`config.mk`:
```
export PLATFORM = sky130hd
export DESIGN_NAME = pci_bridge_bringup
export DESIGN_NICKNAME = d
export VERILOG_FILES = /design/src/rtl/pci_bridge_bringup.sv
export SDC_FILE = /design/constraint.sdc
export NUM_CORES = 1
export LEC_CHECK = 0
export BUFFER_PORTS_ARGS = -buffer_cell sky130_fd_sc_hd__buf_2
export CORE_MARGIN = 8
export CORE_UTILIZATION = 44
export DETAILED_ROUTE_END_ITERATION = 8
export GPL_ROUTABILITY_DRIVEN = 0
export PLACE_DENSITY = 0.78
export RECOVER_POWER = 50
export SLEW_MARGIN = 5
export SYNTH_ARGS = -nofsm -noshare
export SYNTH_HDL_FRONTEND = slang
export SYNTH_SLANG_ARGS = --single-unit
export TNS_END_PERCENT = 30
```
`constraint.sdc`:
```
create_clock -name clk -period 1.74 [get_ports clk]
set_input_delay 0.174 -clock clk [delete_from_list [all_inputs] [get_ports clk]]
set_output_delay 0.174 -clock clk [all_outputs]
set_load 0.02 [all_outputs]
```
`src/rtl/pci_bridge_bringup.sv`:
```
module pci_bridge_bringup #(
  parameter int          DELAY_CYCLES   = 1000,
  parameter int          AW             = 8,
  parameter int          WIN_COUNT      = 8,
  parameter logic [AW-1:0] WIN_REG_BASE = 8'h80,
  parameter logic [31:0] WIN_FIRST      = 32'h1000_0000,
  parameter logic [31:0] WIN_STEP       = 32'h0100_0000,
  parameter logic [31:0] WIN_LAST       = 32'h0700_0000,
  parameter logic [AW-1:0] PORT_CMD     = 8'h00,
  parameter logic [AW-1:0] PORT_WDATA   = 8'h04,
  parameter logic [AW-1:0] PORT_PCI_ERR = 8'h1C,
  parameter logic [AW-1:0] PORT_AHB_ERR = 8'h24,
  parameter logic [7:0]  LOCAL_REG      = 8'h04,
  parameter logic [3:0]  LOCAL_BE_N     = 4'h0,
  parameter logic [31:0] CMD_VALUE      = 32'h0000_0356
) (
  input  logic          clk,
  input  logic          rst_n,
  input  logic          start,
  input  logic [1:0]    pci_err_sts,
  input  logic          ahb_err_sts,
  output logic          bus_rst,
  output logic          core_rst,
  output logic [AW-1:0] wr_addr,
  output logic [31:0]   wr_data,
  output logic          wr_strobe,
  input  logic          wr_ready,
  output logic          busy,
  output logic          done
);

  localparam int CW = $clog2(DELAY_CYCLES + 1);
  localparam int IW = $clog2(WIN_COUNT);
  localparam logic [31:0] LOCAL_CMD_WORD =
    32'h0001_0000 | {8'h0, LOCAL_BE_N, 12'h0, LOCAL_REG & 8'hFC};

  typedef enum logic [3:0] {
    S_IDLE, S_HOLD, S_SETTLE, S_WIN, S_QUIET,
    S_CFG_CMD, S_CFG_DATA, S_CLR_PCI, S_CLR_AHB, S_DONE
  } state_t;

  state_t        state, state_nx;
  logic [CW-1:0] cnt;
  logic [IW-1:0] win_idx;
  logic [1:0]    snap_pci;
  logic          snap_ahb;

  wire accept    = wr_strobe & wr_ready;
  wire delay_end = (cnt == CW'(DELAY_CYCLES - 1));
  wire in_delay  = (state == S_HOLD) | (state == S_SETTLE) | (state == S_QUIET);
  wire last_win  = (win_idx == IW'(WIN_COUNT - 1));

  assign bus_rst  = (state == S_HOLD);
  assign core_rst = (state == S_HOLD);
  assign done     = (state == S_DONE);
  assign busy     = (state != S_IDLE) & (state != S_DONE);
  assign wr_strobe = (state == S_WIN) | (state == S_CFG_CMD) | (state == S_CFG_DATA)
                   | ((state == S_CLR_PCI) & (snap_pci != 2'b00))
                   | ((state == S_CLR_AHB) & snap_ahb);

  always_comb begin
    state_nx = state;
    case (state)
      S_IDLE:     if (start) state_nx = S_HOLD;
      S_HOLD:     if (delay_end) state_nx = S_SETTLE;
      S_SETTLE:   if (delay_end) state_nx = S_WIN;
      S_WIN:      if (accept && last_win) state_nx = S_QUIET;
      S_QUIET:    if (delay_end) state_nx = S_CFG_CMD;
      S_CFG_CMD:  if (accept) state_nx = S_CFG_DATA;
      S_CFG_DATA: if (accept) state_nx = S_CLR_PCI;
      S_CLR_PCI:  if (accept || snap_pci == 2'b00) state_nx = S_CLR_AHB;
      S_CLR_AHB:  if (accept || !snap_ahb) state_nx = S_DONE;
      default:    state_nx = state;
    endcase
  end

  always_ff @(posedge clk or negedge rst_n) begin
    if (!rst_n) begin
      state    <= S_IDLE;
      cnt      <= '0;
      win_idx  <= '0;
      snap_pci <= 2'b00;
      snap_ahb <= 1'b0;
    end else begin
      state <= state_nx;
      cnt   <= (in_delay && !delay_end) ? cnt + 1'b1 : '0;
      if (state == S_WIN && accept) win_idx <= win_idx + 1'b1;
      if (state == S_CFG_DATA && accept) begin
        snap_pci <= pci_err_sts;
        snap_ahb <= ahb_err_sts;
      end
    end
  end

  always_comb begin
    wr_addr = '0;
    wr_data = '0;
    case (state)
      S_WIN: begin
        wr_addr = WIN_REG_BASE + AW'({win_idx, 2'b00});
        wr_data = last_win ? WIN_LAST : WIN_FIRST + 32'(win_idx) * WIN_STEP;
      end
      S_CFG_CMD:  begin wr_addr = PORT_CMD;     wr_data = LOCAL_CMD_WORD; end
      S_CFG_DATA: begin wr_addr = PORT_WDATA;   wr_data = CMD_VALUE; end
      S_CLR_PCI:  begin wr_addr = PORT_PCI_ERR; wr_data = {30'h0, snap_pci}; end
      S_CLR_AHB:  begin wr_addr = PORT_AHB_ERR; wr_data = {31'h0, snap_ahb}; end
      default: ;
    endcase
  end

endmodule

```
==> flow_summary.ini, run 1 <==
[status]
status = complete, but fails checks
failed_checks = negative setup slack

[floorplanning]
core_region_area_um2 = 3050
die_w_um = 72.7
num_rows = 20
die_h_um = 72.7
floorplan.die_area_um2 = 5280
num_io_pins = 52
start_util = 0.463

[global_routing]
global_route_wire_length_before_repair_mm = 4.76
grt_antenna_before_repair = 0
globalRoute.totalOverflow = 0
track_usage = 0.112
grt_max_degree = 21
number_of_global_route_vias_before_repair = 1033

[yosys]
syn_inst = 152
area_contributors_post_synth = sky130_fd_sc_hd__dfrtp_1 35%, sky130_fd_sc_hd__buf_4 15%, sky130_fd_sc_hd__nor2_1 4.8%
postSynthAreaPerCell_um2 = 9.29
synth_seq_cells = 20
synth_largest_type_area_fraction = 0.354
synth_warnings = 0
synthDominantAreaCellType = sky130_fd_sc_hd__dfrtp_1
netlist-cell-type-count = 44
yosysSeqAreaShare = 0.354
netlist_area_um2 = 1410

[timing]
slew_headroom = 0.261
grt_setup_unrepaired = yes
setup_viol = 11
totalNegativeSetupSlack_ps = -729
maximum_operating_frequency_mhz = 539
final-max-slew-violation-count = 0
finClkSkew_ps = 7.00
finalCriticalPeriod_ps = 1860
fin_hold_ws_ps = 74.3
final_hold_viol_count = 0
post-route-period-util = 1.07
least_margin_pin_slew_ps = 1110
setup_ws_ps = -117

[pwr]
power.sequential.fraction = 0.280
power.clock.fraction = 0.116
netSwitchingPower_uw = 1000
ir_drop_v = 0.000500
pwr_density_cell_nw_per_um2 = 1300
power_frac_comb = 0.604
intPower_uw = 1320
leakage_power_uw = 0.000893
power_uw = 2320
swShare = 0.431

[route]
post-route-drc-count = 0
dr.pass1.iters = 4
avgRoutedWirePerCell_um = 14.0
final_antenna_net_count = 0
drt-total-wl_mm = 3.34
route.vias.total = 1131
avgViaCountPerCell = 4.75
dr_iter_0_viols = 29

[worst_hold_path]
timing.hold.worst_path_depth = 2
min-delay-start = pci_err_sts[0]
hold_end = snap_pci[0]$_DFFE_PN0P_
hold_path_class = primary input to flip-flop

[worst_setup_path]
max_fanout_on_critical_path = 4
critical_path_arrival_ps = 1680
critPathMaxStageDelay_ps = 590
r2r-end = snap_ahb$_DFFE_PN0P_
cp.buffers_inverters = 2
worstSetupStartpointType = flip-flop
crit-reg2reg-launch = state[1]$_DFFE_PN0P_
r2r_setup_slack_ps = -80
setup_crit_end_kind = output pin
timing.critical_path.max_delay_family = simple AND/OR/NAND/NOR gates
worst-endpoint-required_ps = 1570
crit_path_top_delay_cell = sky130_fd_sc_hd__or4b_4
path_class = flip-flop to output pin
worst-r2r-cell-count = 6
critical_path.cell_chain = or4b_4 > clkinv_4 > a32oi_4 > nand2_4 > buf_6
critical_path_stages = 5

[clocking]
post-cts-setup-buffer-count = 0
path_clk_slew_ps = 110
cts-root-buf = sky130_fd_sc_hd__clkbuf_4
inserted_clock_buffers = 3
clkSinkCount = 20
cts-root-to-sink-buffers = 2
cts-htree-levels = 1
cts_tree = yes
clk-insertion-delay-late_ps = 300

[finish]
fillCellCount = 277
layout.nets = 205
synthToLayoutAreaGrowth_pct = 26.1
fin_util = 0.584
antenna-diode-count = 0
post_route_cells_drive_above_1_share = 0.392

[placement]
io_buffer_count = 28
worst_slack_placed_ps = -68.2
place.detailed.hpwl_mm = 2.39

[flow_run]
drv.max_cap_violation_count = 0
[worst max-delay path by stage]
| stage | startpoint | slack [ps] | endpoint |
|---|---|---|---|
| 2_1_floorplan | state[0]$_DFFE_PN0P_ | -130 | snap_ahb$_DFFE_PN0P_ |
| 4_1_cts | state[2]$_DFFE_PN0P_ | -150 | wr_strobe |
| 6_report | state[1]$_DFFE_PN0P_ | -120 | wr_strobe |
| 3_5_place_dp | state[1]$_DFFE_PN0P_ | -70 | state[2]$_DFFE_PN0P_ |
| 5_1_grt | state[1]$_DFFE_PN0P_ | -180 | wr_strobe |
| 3_3_place_gp | state[1]$_DFFE_PN0P_ | -40 | snap_ahb$_DFFE_PN0P_ |
[cell usage in the layout (no fill, tap or decap), drive strengths merged, types with 2 or more instances in the layout]
cell,instances
inv,4
nor2,18
o21ai,8
nand2,2
a21oi,6
o21a,3
and3,4
nand2b,5
xor2,3
nand3,6
dfrtp,20
ha,3
nor3,2
a21o,2
xnor2,5
buf,48
or3,3
clkbuf,5
conb,23
mux2,5
[cell type report]
type | instances | area (um2) | share of cell area
inverters | 5 | 26.3 | 0.0147
repair buffers | 50 | 357 | 0.200
multi-input cells | 115 | 807 | 0.453
flip-flops and latches | 20 | 500 | 0.281
well taps | 44 | 55.1 | 0.0309
clock buffers | 4 | 36.3 | 0.0204
[through the flow]
step / instances / instance area (um2)
6_report: 238 / 1780
5_1_grt: 238 / 1780
4_1_cts: 238 / 1700
3_5_place_dp: 233 / 1610
3_3_place_gp: 233 / 1610
2_1_floorplan: 174 / 1500
[cells in the mapped netlist, drive strengths merged]
cell and instances:
o21ai 8, or2 1, o22ai 1, buf 31
nor4 1, o21a 3, and3 4, xor2 3
a21oi 6, nand3b 1, nand2 2, o211ai 1
o21bai 1, nor2 18, a21o 2, or4b 1
and3b 1, a32oi 1, o21ba 1, nand2b 5
and2 1, nand4 1, nand4b 1, clkinv 1
inv 4, nor3b 1, dfrtp 20, a211oi 1
clkbuf 3, xnor2 5, nand3 6, or3 3
conb 1, nor3 2, nand4bb 1, a211o 1
ha 3, mux2 5
[power by group through the flow]
stage / Sequential [uW] / Combinational, uW / Clock, uW
2_1_floorplan: 630 / 887 / 0
3_3_place_gp: 651 / 1200 / 0
3_5_place_dp: 655 / 1230 / 0
4_1_cts: 645 / 1300 / 283
5_1_grt: 661 / 1520 / 300
6_report: 650 / 1400 / 270
[sequential cells by signal (all words and copies together), names as in the netlist]
register	flops
snap_ahb	1
state	4
win_idx	3
cnt	10
snap_pci	2
[worst reg2reg max path, delay by kind of cell, from the launching register on]
kind                   cells  cell delay, ps
and+or+nand+nor            3             820
buffers and inverters      1              80
DFF                        1             420
muxes                      1             330
AOI/OAI and AO/OA          1              60
[kinds of logic after synthesis]
| group | Yosys count | share of synthesized area |
|---|---|---|
| adder cells (fa/ha/maj) | 3 | 0.0266 |
| buffers and inverters | 39 | 0.186 |
| XOR/XNOR | 8 | 0.0496 |
| flip-flops | 20 | 0.354 |
| AND/OR/NAND/NOR | 50 | 0.205 |
| multiplexers | 5 | 0.0399 |
| AO/OA/AOI/OAI | 26 | 0.136 |
| other | 1 | 0.00265 |
[per-layer routing]
metal,share of wire,global-route usage,vias up
met5,0,0,-
met4,0.0042,0.0200,0
met3,0.073,0.0453,2
met2,0.52,0.202,36
met1,0.40,0.120,543
li1,-,-,550
[repair_timing]
| item | 4_1_cts | 5_1_grt |
|---|---|---|
| resized for setup | 13 | 22 |
| hold buffers | 1 | 0 |
| gates cloned | 0 | 0 |
| pin swaps | 3 | 3 |
| setup endpoints to repair | 25 | 33 |
| endpoints found under the hold margin | 20 | 0 |
Note: power is estimated with default switching activity, not from simulation.
==> run 2: changes to the inputs <==
PLACE_DENSITY = 0.86   (was 0.78)
==> run 2 against run 1 <==
  * The run still ends with negative setup slack left
  * Register-to-register slack got worse by 60 ps
  * Non-clock buffer count rose by 6
  * Worst hold slack about the same
  * Core utilization up 4.2 points
  * Routed wire length grew 17%
  * Critical path depth is the same
  * Final area increased by 7.2%
  * Flip-flop and latch count did not move
  * First-iteration DRC count increased to 5.1 times the previous value
  * Clock power up 45%
  * Power up 12%
  * Critical path type unchanged
  * Critical endpoint unchanged
==> flow_summary.ini, run 2 (synthesized netlist as in run 1, its figures left out) <==
[status]
status = complete, but fails checks
failed_checks = negative setup slack

[clocking]
path_clk_slew_ps = 140
cts-root-to-sink-buffers = 2
cts-root-buf = sky130_fd_sc_hd__clkbuf_4
clk-insertion-delay-late_ps = 320
cts_tree = yes
clkSinkCount = 20
cts-htree-levels = 1
inserted_clock_buffers = 3

[floorplanning]
core_region_area_um2 = 3050
floorplan.die_area_um2 = 5280
num_rows = 20
die_h_um = 72.7
start_util = 0.463
die_w_um = 72.7
num_io_pins = 52

[global_routing]
number_of_global_route_vias_before_repair = 1151
grt_max_degree = 21
track_usage = 0.132
global_route_wire_length_before_repair_mm = 5.47
grt_antenna_before_repair = 0
globalRoute.totalOverflow = 0

[worst_setup_path]
path_class = flip-flop to output pin
worst-endpoint-required_ps = 1570
max_fanout_on_critical_path = 4
r2r_setup_slack_ps = -140
critPathMaxStageDelay_ps = 550
critical_path.cell_chain = or4b_4 > clkinv_4 > a32oi_4 > nand2_4 > buf_4
worstSetupStartpointType = flip-flop
crit_path_top_delay_cell = sky130_fd_sc_hd__or4b_4
cp.buffers_inverters = 2
timing.critical_path.max_delay_family = simple AND/OR/NAND/NOR gates
critical_path_arrival_ps = 1710
setup_crit_end_kind = output pin

[finish]
layout.nets = 211
max_flop_register = cnt
finalInstanceArea_um2 = 1910
flip_flop_count_of_the_largest_register_after_layout = 10
commonest_cells_after_routing_fill_and_taps_aside = 26 x sky130_fd_sc_hd__buf_4, 23 x sky130_fd_sc_hd__conb_1, 20 x sky130_fd_sc_hd__dfrtp_1, 15 x sky130_fd_sc_hd__buf_6, 14 x sky130_fd_sc_hd__nor2_1
reg.largest.list = cnt: 10 flops, state: 4 flops, win_idx: 3 flops
post_route_cells_drive_above_1_share = 0.425
synthToLayoutAreaGrowth_pct = 35.2
antenna-diode-count = 0
most_common_cell_after_layout_fill_and_taps_aside = sky130_fd_sc_hd__buf_4

[worst_hold_path]
hold_path_class = primary input to flip-flop

[flow_run]
drv.max_cap_violation_count = 0

[timing]
final-max-slew-violation-count = 0
final_hold_viol_count = 0
post-route-period-util = 1.08
finalCriticalPeriod_ps = 1890
setup_ws_ps = -147
maximum_operating_frequency_mhz = 530
grt_setup_unrepaired = yes
fin_hold_ws_ps = 73.8
setup_viol = 20
least_margin_pin_slew_ps = 1140
slew_headroom = 0.237
finClkSkew_ps = 23.8

[route]
drt-total-wl_mm = 3.91
avgRoutedWirePerCell_um = 16.0
dr_iter_0_viols = 149
route.vias.total = 1215
avgViaCountPerCell = 4.98
post-route-drc-count = 0
final_antenna_net_count = 0
dr.pass1.iters = 4

[pwr]
leakage_power_uw = 0.000943
pwr_density_cell_nw_per_um2 = 1360
ir_drop_v = 0.000557

[placement]
io_buffer_count = 28
place.detailed.hpwl_mm = 2.46
placed_area_um2 = 1580
[run 2: changes by cell type in the layout (fill, tap and decap cells not counted), moves of 2 or more]
cell / change
sky130_fd_sc_hd__nor2_1: -3
sky130_fd_sc_hd__mux2_1: -2
sky130_fd_sc_hd__buf_2: -3
sky130_fd_sc_hd__buf_6: +9
sky130_fd_sc_hd__nor2_4: +3
sky130_fd_sc_hd__mux2_4: +2
[run 2: where the power goes]
part / total [uW] / switching, uW / internal (uW)
logic: 1540 / 829 / 715
clock network: 392 / 159 / 233
registers: 656 / 96.8 / 560
total: 2590 / 1090 / 1510
[run 2: repair_timing]
action,in CTS,in global routing
gates cloned,0,0
buffers inserted,7,3
pin swaps,2,5
resized for setup,27,27
setup endpoints to repair,22,36
hold buffers,1,0
endpoints found under the hold margin,20,0
[run 2: per-stage QoR]
step                 util  TNS [ps]  total power (uW)  setup WS (ps)  instances
CTS                 0.581      -902              2380           -131        241
global placement    0.517     -10.3              1790          -10.3        229
global route        0.625     -2690              2730           -206        244
floorplan               -      -728              1520           -127        174
finish              0.625     -1320              2590           -147        244
detailed placement  0.517      -222              1810          -48.3        229
[run 2: final cells by class]
class	instances	area, um2
fillers	241	1140
multi-input cells	115	832
flip-flops and latches	20	500
repair buffers	56	443
well taps	44	55.1
clock inverters	1	30.0
inverters	5	26.3
clock buffers	3	22.5
[run 2: routing by layer]
metal | vias up | part of all wire | global-route usage | wire [um]
met5 | - | 0 | 0 | 0
met4 | 0 | 0.046 | 0.0689 | 181
met3 | 14 | 0.061 | 0.0426 | 238
met2 | 49 | 0.51 | 0.243 | 2010
met1 | 584 | 0.38 | 0.127 | 1480
li1 | 568 | - | - | -
[run 2: path summary, 6_finish.rpt]
kind | start | endpoint | cells past startpoint
worst max-delay path | state[0]$_DFFE_PN0P_ | wr_strobe | 5
worst min-delay path | pci_err_sts[0] | snap_pci[0]$_DFFE_PN0P_ | 2
min in group asynchronous | rst_n | cnt[4]$_DFF_PN0_ | 2
worst max register to register | state[0]$_DFFE_PN0P_ | snap_pci[1]$_DFFE_PN0P_ | 7
worst min register to register | cnt[0]$_DFF_PN0_ | cnt[0]$_DFF_PN0_ | 1
max in group asynchronous | rst_n | cnt[7]$_DFF_PN0_ | 2
==> run 3: changes to the inputs <==
CORE_ASPECT_RATIO = 0.9   (was unset)
SKIP_LAST_GASP = 1   (was unset)
clock period = 1.7 ns   (was 1.74 ns; I/O delays follow)
==> run 3 against run 2 <==
  * Clock power decreased by 28%
  * Worst hold slack worse by 8.5 ps
  * The flow still finishes with violations (negative setup slack)
  * Critical path type is now flip-flop to flip-flop
  * Clock skew down 17 ps
  * Setup slack got worse by 65 ps
  * Final cell count up 2.0%
  * Final area shrank 0.79%
  * Via count is 0.91% lower
  * Count of clock-buffer cells in the layout is 1 higher
  * First-iteration DRC count decreased by 43%
  * Critical path depth increased by 2
  * Die area about the same
==> flow_summary.ini, run 3 (synthesized netlist as in run 1, its figures left out) <==
[status]
status = complete, but fails checks
failed_checks = negative setup slack

[route]
final_antenna_net_count = 0
drt-total-wl_mm = 3.69
avgRoutedWirePerCell_um = 14.8
dr_iter_0_viols = 85
route.vias.total = 1204
post-route-drc-count = 0
dr.pass1.iters = 4
avgViaCountPerCell = 4.84

[finish]
area_used_by_multi_input_combinational_logic_um2 = 807
antenna-diode-count = 0
synthToLayoutAreaGrowth_pct = 34.1
most_common_cell_after_layout_fill_and_taps_aside = sky130_fd_sc_hd__buf_4
post_route_cells_drive_above_1_share = 0.411
flip_flop_count_of_the_largest_register_after_layout = 10
commonest_cells_after_routing_fill_and_taps_aside = 32 x sky130_fd_sc_hd__buf_4, 23 x sky130_fd_sc_hd__conb_1, 20 x sky130_fd_sc_hd__dfrtp_1, 17 x sky130_fd_sc_hd__nor2_1, 17 x sky130_fd_sc_hd__buf_2
layout.nets = 218
reg.largest.list = cnt: 10 flops, state: 4 flops, win_idx: 3 flops
max_flop_register = cnt
instances_no_fill = 249
layout.area.seq_um2 = 500
fillCellCount = 258

[floorplanning]
start_util = 0.461
num_rows = 19
floorplan.die_area_um2 = 5280
core_region_area_um2 = 3070
die_w_um = 75.7
die_h_um = 69.8
num_io_pins = 52

[placement]
worst_slack_placed_ps = -97.7
io_buffer_count = 28
place.detailed.hpwl_mm = 2.51
placed_cells = 231

[timing]
grt_setup_unrepaired = yes
final_hold_viol_count = 0
maximum_operating_frequency_mhz = 523
least_margin_pin_slew_ps = 1100
setup_ws_ps = -212
finClkSkew_ps = 7.06
setup_viol = 35
final-max-slew-violation-count = 0
finalCriticalPeriod_ps = 1910
slew_headroom = 0.264
post-route-period-util = 1.12

[global_routing]
grt_max_degree = 21
number_of_global_route_vias_before_repair = 1169
track_usage = 0.135
global_route_wire_length_before_repair_mm = 5.61
globalRoute.totalOverflow = 0
grt_antenna_before_repair = 0

[worst_setup_path]
cp.buffers_inverters = 2
path_class = flip-flop to flip-flop
crit_path_top_delay_cell = sky130_fd_sc_hd__or4b_4
worstSetupStartpointType = flip-flop
critPathMaxStageDelay_ps = 590
setup_crit_end_kind = flip-flop
critical_path_arrival_ps = 2110
timing.critical_path.max_delay_family = simple AND/OR/NAND/NOR gates
max_fanout_on_critical_path = 3
critical_path.cell_chain = or4b_4 > clkinv_4 > a32oi_4 > nand2_4 > buf_4 > nand3_2 > mux2_1
worst-endpoint-required_ps = 1900
r2r_setup_slack_ps = -210

[clocking]
cts-root-to-sink-buffers = 2
path_clk_slew_ps = 120
cts_tree = yes
clkSinkCount = 20
inserted_clock_buffers = 3
cts-root-buf = sky130_fd_sc_hd__clkbuf_4
clk-insertion-delay-late_ps = 300
cts-htree-levels = 1

[pwr]
pwr_density_cell_nw_per_um2 = 1410
leakage_power_uw = 0.000960
ir_drop_v = 0.000712

[flow_run]
drv.max_cap_violation_count = 0

[worst_hold_path]
hold_path_class = primary input to flip-flop
## run 3: timing repair
| action | CTS | global route |
|---|---|---|
| hold endpoints to repair | 20 | 0 |
| hold buffers | 1 | 0 |
| resized for setup | 21 | 20 |
| endpoints found under the setup margin | 27 | 42 |
| pin swaps | 7 | 5 |
| setup buffers | 13 | 1 |
## run 3: worst reg2reg max path, delay by kind of cell (launching register included)
family	cells	cell delay, ps
and+or+nand+nor	3	800
buffers and inverters	2	220
DFF	1	410
muxes	1	320
AOI/OAI and AO/OA	1	70
## run 3: routing by layer
metal  wire length, um  up-vias  GRT usage
met4                51        0     0.0554
li1                  -      578          -
met5                 0        -          0
met1              1550      564      0.176
met2              1760       56      0.211
met3               318        6     0.0202
## run 3: area by class of cell
cell class / count / area share
well taps: 42 / 0.0277
inverters: 5 / 0.0125
repair buffers: 63 / 0.250
clock buffers: 4 / 0.0192
flip-flops and latches: 20 / 0.264
multi-input cells: 115 / 0.426
## run 3: metrics by stage
stage	hold WS, ps	setup TNS, ps	cell area, um2	total power (uW)	util
after floorplan	-126	-1020	1500	1550	-
after global placement	129	-187	1610	1910	0.524
after detailed placement	139	-556	1610	1950	0.524
after CTS	62.7	-4080	1810	2470	0.589
after global routing	49.8	-6920	1890	2830	0.618
final	65.3	-3300	1890	2670	0.618
## run 3: path summary, 6_finish.rpt
kind / from / endpoint / depth (start not counted)
worst max-delay path: state[2]$_DFFE_PN0P_ / win_idx[1]$_DFFE_PN0P_ / 7
worst min-delay path: pci_err_sts[0] / snap_pci[0]$_DFFE_PN0P_ / 2
worst max register to register: state[2]$_DFFE_PN0P_ / win_idx[1]$_DFFE_PN0P_ / 7
worst min register to register: cnt[0]$_DFF_PN0_ / cnt[0]$_DFF_PN0_ / 1
max in group asynchronous: rst_n / cnt[7]$_DFF_PN0_ / 2
min in group asynchronous: rst_n / cnt[1]$_DFF_PN0_ / 2
## run 3: where the power goes
part,internal (uW),switching [uW],total [uW],leakage [uW]
clock network,131,151,282,0.0000210
logic,826,888,1710,0.000673
registers,573,99.4,672,0.000266
total,1530,1140,2670,0.000960
